## src/rtl/lp_pkg.sv

```systemverilog
package lp_pkg;
  // Table action chosen for one resolve.
  typedef enum logic [1:0] {
    ACT_IDLE,
    ACT_ALLOC,
    ACT_STEP,
    ACT_EXIT
  } act_e;
endpackage

```

## src/rtl/lp_cam.sv

```systemverilog
module lp_cam #(
  parameter int N = 16,
  parameter int W = 32,
  localparam int IW = $clog2(N)
) (
  input  logic [N-1:0]        vld,
  input  logic [N-1:0][W-1:0] tags,
  input  logic [W-1:0]        key,
  output logic                hit,
  output logic [IW-1:0]       idx
);
  logic [N-1:0] match;

  for (genvar g = 0; g < N; g++) begin : g_cmp
    assign match[g] = vld[g] && (tags[g] == key);
  end

  always_comb begin
    hit = |match;
    idx = '0;
    for (int i = 0; i < N; i++)
      if (match[i]) idx = IW'(i);
  end

  // allocation never duplicates a tag, so at most one entry matches.
  always_comb a_r7_single_match: assert ($onehot0(match));
endmodule

```

## src/rtl/lp_lru.sv

```systemverilog
module lp_lru #(
  parameter int N = 16,
  localparam int IW = $clog2(N)
) (
  input  logic          clk,
  input  logic          rst_n,
  input  logic          touch,
  input  logic [IW-1:0] touch_idx,
  input  logic [N-1:0]  vld,
  output logic [IW-1:0] victim
);
  logic [N-1:0][IW-1:0] age;
  logic [N-1:0]         is_old;
  logic                 found;

  always_ff @(posedge clk) begin
    if (!rst_n) begin
      for (int i = 0; i < N; i++) age[i] <= IW'(i);
    end else if (touch) begin
      for (int i = 0; i < N; i++) begin
        if (IW'(i) == touch_idx)        age[i] <= '0;
        else if (age[i] < age[touch_idx]) age[i] <= age[i] + 1'b1;
      end
    end
  end

  for (genvar g = 0; g < N; g++) begin : g_old
    assign is_old[g] = (age[g] == IW'(N - 1));
  end

  always_comb begin
    found  = 1'b0;
    victim = '0;
    for (int i = 0; i < N; i++)
      if (!vld[i] && !found) begin
        victim = IW'(i);
        found  = 1'b1;
      end
    if (!found)
      for (int i = 0; i < N; i++)
        if (is_old[i]) victim = IW'(i);
  end

  // ages stay a permutation, so exactly one entry is the oldest.
  a_r8_one_oldest: assert property (@(posedge clk) disable iff (!rst_n)
    $countones(is_old) == 1);
endmodule

```

## src/rtl/loop_predictor.sv

```systemverilog
module loop_predictor #(
  parameter int ENTRIES = 16,
  parameter int PC_W    = 32,
  parameter int CNT_W   = 8
) (
  input  logic            clk,
  input  logic            rst_n,
  input  logic            lk_valid,
  input  logic [PC_W-1:0] lk_pc,
  output logic            lk_hit,
  output logic            lk_taken,
  input  logic            rs_valid,
  input  logic [PC_W-1:0] rs_pc,
  input  logic            rs_taken,
  input  logic            rs_alloc
);
  import lp_pkg::*;

  localparam int IW = $clog2(ENTRIES);
  localparam logic [CNT_W-1:0] CNT_MAX = {CNT_W{1'b1}};

  logic [ENTRIES-1:0]            vld, dir, lrn, conf;
  logic [ENTRIES-1:0][PC_W-1:0]  tag;
  logic [ENTRIES-1:0][CNT_W-1:0] cnt, lim;

  logic          lk_m, rs_m;
  logic [IW-1:0] lk_idx, rs_idx, victim, wr_idx;
  act_e          act;

  lp_cam #(.N(ENTRIES), .W(PC_W)) i_cam_lk (
    .vld(vld), .tags(tag), .key(lk_pc), .hit(lk_m), .idx(lk_idx));

  lp_cam #(.N(ENTRIES), .W(PC_W)) i_cam_rs (
    .vld(vld), .tags(tag), .key(rs_pc), .hit(rs_m), .idx(rs_idx));

  lp_lru #(.N(ENTRIES)) i_lru (
    .clk(clk), .rst_n(rst_n), .touch(act != ACT_IDLE), .touch_idx(wr_idx),
    .vld(vld), .victim(victim));

  // Lookup: combinational read of the registered table.
  always_comb begin
    lk_hit   = lk_valid && lk_m && conf[lk_idx];
    lk_taken = lk_hit && ((cnt[lk_idx] == lim[lk_idx]) ? ~dir[lk_idx] : dir[lk_idx]);
  end

  // Resolve: classify the outcome.
  always_comb begin
    if (!rs_valid)                 act = ACT_IDLE;
    else if (rs_m)                 act = (rs_taken == dir[rs_idx]) ? ACT_STEP : ACT_EXIT;
    else if (rs_alloc)             act = ACT_ALLOC;
    else                           act = ACT_IDLE;
    wr_idx = (act == ACT_ALLOC) ? victim : rs_idx;
  end

  always_ff @(posedge clk) begin
    if (!rst_n) begin
      vld  <= '0;
      dir  <= '0;
      lrn  <= '0;
      conf <= '0;
      tag  <= '0;
      cnt  <= '0;
      lim  <= '0;
    end else begin
      unique case (act)
        ACT_ALLOC: begin
          vld[wr_idx]  <= 1'b1;
          tag[wr_idx]  <= rs_pc;
          cnt[wr_idx]  <= CNT_W'(1);
          lim[wr_idx]  <= '0;
          dir[wr_idx]  <= rs_taken;
          lrn[wr_idx]  <= 1'b0;
          conf[wr_idx] <= 1'b0;
        end
        ACT_STEP: begin
          if (cnt[wr_idx] != CNT_MAX) cnt[wr_idx] <= cnt[wr_idx] + 1'b1;
        end
        ACT_EXIT: begin
          cnt[wr_idx] <= '0;
          if (lrn[wr_idx] && cnt[wr_idx] == lim[wr_idx]) begin
            conf[wr_idx] <= 1'b1;
          end else begin
            lim[wr_idx]  <= cnt[wr_idx];
            lrn[wr_idx]  <= 1'b1;
            conf[wr_idx] <= 1'b0;
          end
        end
        default: ;
      endcase
    end
  end

  // Index of the entry written in the previous cycle, for the checks below.
  logic [IW-1:0] chk_idx;
  always_ff @(posedge clk) chk_idx <= wr_idx;

  a_r2_step_inc: assert property (@(posedge clk) disable iff (!rst_n)
    (act == ACT_STEP && cnt[wr_idx] != CNT_MAX) |=>
      cnt[chk_idx] == CNT_W'($past(cnt[wr_idx]) + 1'b1));

  a_r3_exit_clears: assert property (@(posedge clk) disable iff (!rst_n)
    (act == ACT_EXIT) |=> cnt[chk_idx] == '0);

  a_r5_relearn_drops_conf: assert property (@(posedge clk) disable iff (!rst_n)
    (act == ACT_EXIT && !(lrn[wr_idx] && cnt[wr_idx] == lim[wr_idx])) |=>
      !conf[chk_idx] && lim[chk_idx] == $past(cnt[wr_idx]));

  a_r6_repeat_sets_conf: assert property (@(posedge clk) disable iff (!rst_n)
    (act == ACT_EXIT && lrn[wr_idx] && cnt[wr_idx] == lim[wr_idx]) |=>
      conf[chk_idx] && $stable(lim[chk_idx]));

  a_r10_idle_keeps_valid: assert property (@(posedge clk) disable iff (!rst_n)
    (act == ACT_IDLE) |=> $stable(vld));
endmodule

```

## config.mk

```make
export PLATFORM = sky130hd
export DESIGN_NAME = loop_predictor
export DESIGN_NICKNAME = d
export VERILOG_FILES = /design/src/rtl/lp_pkg.sv /design/src/rtl/lp_cam.sv /design/src/rtl/lp_lru.sv /design/src/rtl/loop_predictor.sv
export SDC_FILE = /design/constraint.sdc
export NUM_CORES = 2
export LEC_CHECK = 0
export CELL_PAD_IN_SITES_DETAIL_PLACEMENT = 0
export CELL_PAD_IN_SITES_GLOBAL_PLACEMENT = 2
export CORE_UTILIZATION = 39
export DETAILED_ROUTE_END_ITERATION = 8
export PLACE_DENSITY_LB_ADDON = 0.1
export SYNTH_ARGS = -nofsm -noshare
export SYNTH_HDL_FRONTEND = slang
export SYNTH_SLANG_ARGS = --single-unit
export TNS_END_PERCENT = 5
```

## constraint.sdc

```tcl
create_clock -name clk -period 10.2 [get_ports clk]
set_clock_uncertainty 0.2 [all_clocks]
set_input_delay 1.02 -clock clk [delete_from_list [all_inputs] [get_ports clk]]
set_output_delay 1.02 -clock clk [all_outputs]
set_load 0.01 [all_outputs]
```

==> metrics.txt <==
status=finished clean; Async SR Flop Fraction=0%; DRC=0; Syn Inst Count=7,106; post-cts hold buffer count=0; P_leak=23.0 nW; Least-Margin Pin Slew=1.27 ns; Synth Register Bits=896; Power Dens Cells=144 nW/um^2; nets@finish=7,117; synthesized cell area=55,800 um^2; setup repair bufs after CTS=0; global route total overflow=0; Fmax achieved=103 MHz; crit-path cells=buf_2 -> buf_4 -> inv_1 -> a221oi_1 -> nand4_1 -> nor4_1 -> nor2_1 -> a21boi_0 -> o211ai_1 -> a31oi_4 -> buf_12 -> buf_4 -> nor2_1 -> a211oi_1 -> a21oi_1 -> a21oi_1 -> xnor2_1 -> nor4_1 -> xor2_1 -> buf_4 -> and2_1 -> clkdlybuf4s50_1; initial antenna violation count=7; non-filler instance count after layout=8,965; Syn Nets=7,241; Primary FF master, synth=dfxtp_1; placed insts=8,760; Core Region=142,000 um^2; Util after Layout=44.0%; CP required=8.98 ns; IO Count=72; Mean Syn Cell Area=7.85 um^2; WS Path Type=in -> out; WP data arrival=8.50 ns; VDD IR max=0.000146 V; crit path time final=9.72 ns; largest net degree at the start of global routing=173; H-tree depth=3; R2R Setup Slk=1.88 ns; CTS Buf Count=110; clock-pin slew on the worst setup and hold paths=0.06 ns; worst-case clock buffer depth=3; Buffers on Ports=71; Worst path slowest cell=nor4_1; initial DRC count=6,806; most frequent cells in the layout=nand2_1 (1,494), dfxtp_1 (896), a21oi_1 (636); Max-cap violations=0; EDFF count, synth=0; Cell variety after synth=112; worst setup margin=0.476 ns; DRT Pass-1 Iters=8; global-route wire length before repair=401,000 um; final hold viol count=0; Vias=55,142; most common cell after layout, fill and taps aside=nand2_1; CTS tree=done; Die ar.=145,000 um^2; Final ANT Viol Nets=0; RSZ-0062 raised after global routing=no; die height=380 um; most frequent CP cell=buf_4; Crit. End Element=primary output; vias in the first global route=51,765; Starting Density=39.3%; crit share post-route=95.3%; Total Routing Usage GR=38.1%; final wirelength=286,000 um; RR Startpoint=vld[11]; CP max FO=21; nature of the critical path startpoint=input pin; Post-Place Setup Slack=0.751 ns; DP HPWL=201,000 um; min-delay worst type=reg -> reg; r2r worst-path depth=17; routed len/inst=31.9 um; Worst-Skew Late Latency=0.76 ns; Root Driver=clkbuf_16; Final Max Slew Viols=0; Ys Warns=0; vias per cell=6.15; CP max stage delay=1.01 ns; number of gates resized after cts=0; Hold Path Stages=2; Chip Width=380 um; Slew Limit Headroom=15.1%; Routability Congestion=0.990; clk sinks=896; Setup Viol. Count Final=0; post-synthesis sequential area ratio=32.2%; setup TNS=0 ns; r2r endpoint=cnt[15]; P&R area growth vs syn=11.7%; # rows=138; layout cells sized above 1=9.49%
synthesized netlist by cell type, drive strengths merged, types with 33 or more instances:
cell type / n / area, um^2
nand2b: 36 / 233
nor3: 84 / 440
ha: 65 / 813
clkbuf: 371 / 1390
inv: 47 / 176
mux2: 51 / 574
o21ai: 279 / 1400
xor2: 617 / 5410
nand3: 256 / 1280
dfxtp: 896 / 17900
or4: 33 / 263
a21oi: 639 / 3210
buf: 213 / 1390
nand2: 1498 / 5650
xnor2: 433 / 3790
o211ai: 112 / 841
nor2: 198 / 777
nor4: 236 / 1490
mux2i: 317 / 3170
nand4: 202 / 1280
o22a: 53 / 464
per-stage QoR:
| step | total power, W | cell area [um^2] | hold slack [ns] |
|---|---|---|---|
| finish | 0.00895 | 62300 | 0.255 |
| global route | 0.00916 | 62300 | 0.276 |
| CTS | 0.00897 | 62300 | 0.256 |
| detailed placement | 0.00456 | 58300 | 0.242 |
| global placement | 0.00457 | 58300 | 0.242 |
| floorplan | 0.00419 | 55800 | 0.227 |
state kept, by name (all words and copies together), names as in the netlist, named ones only:
name       cells
tag          512
cnt          128
lim          128
i_lru.age     64
dir           16
vld           16
critical path: cells and delay by family:
| kind | cells | cell delay [ns] |
|---|---|---|
| compound gates | 7 | 2.41 |
| xor+xnor | 2 | 0.41 |
| buf+inv | 7 | 2.31 |
| simple gates | 6 | 2.28 |
final cells by class:
class                      instances  area, um^2
fill                           14318       79400
multi-input combinational       5578       35000
sequential                       896       17900
clock buffer                     147        3100
timing repair buffer             348        2800
tap                             1890        2360
clock inverter                    57         878
inverter                          48         188
antenna                            1        2.50
power breakdown:
group	internal (W)	switching, W
Sequential	0.00352	0.0000367
Combinational	0.000275	0.000681
Clock	0.00266	0.00177
layer usage:
layer | part of all wire (%) | GRT usage [%] | vias to the layer above
met5 | 0.012 | 0 | -
met2 | 45 | 60.3 | 2742
met1 | 41 | 49.0 | 27104
met4 | 6.8 | 22.2 | 6
li1 | - | - | 24561
met3 | 7.9 | 6.06 | 729
cells by family after synthesis:
kind of cell	after synthesis	share of synthesized area (%)
xor+xnor	1050	16.5
buf+inv	632	5.32
mux	369	6.76
fa+ha+maj	65	1.46
flops	896	32.2
compound gates	1381	15.1
simple gates	2713	22.7
worst max path at each step:
stage                     startpoint       endpoint  slack, ns  cells past startpoint
after floorplan             rs_pc[4]  i_lru.age[39]       2.50                     28
after global placement     lk_pc[15]       lk_taken       0.70                     21
after detailed placement   lk_pc[15]       lk_taken       0.75                     21
after CTS                  lk_pc[15]       lk_taken       0.73                     21
after global routing       lk_pc[15]       lk_taken       0.67                     21
final                      lk_pc[15]       lk_taken       0.48                     22
No activity file was read; power rests on OpenSTA's default activity.
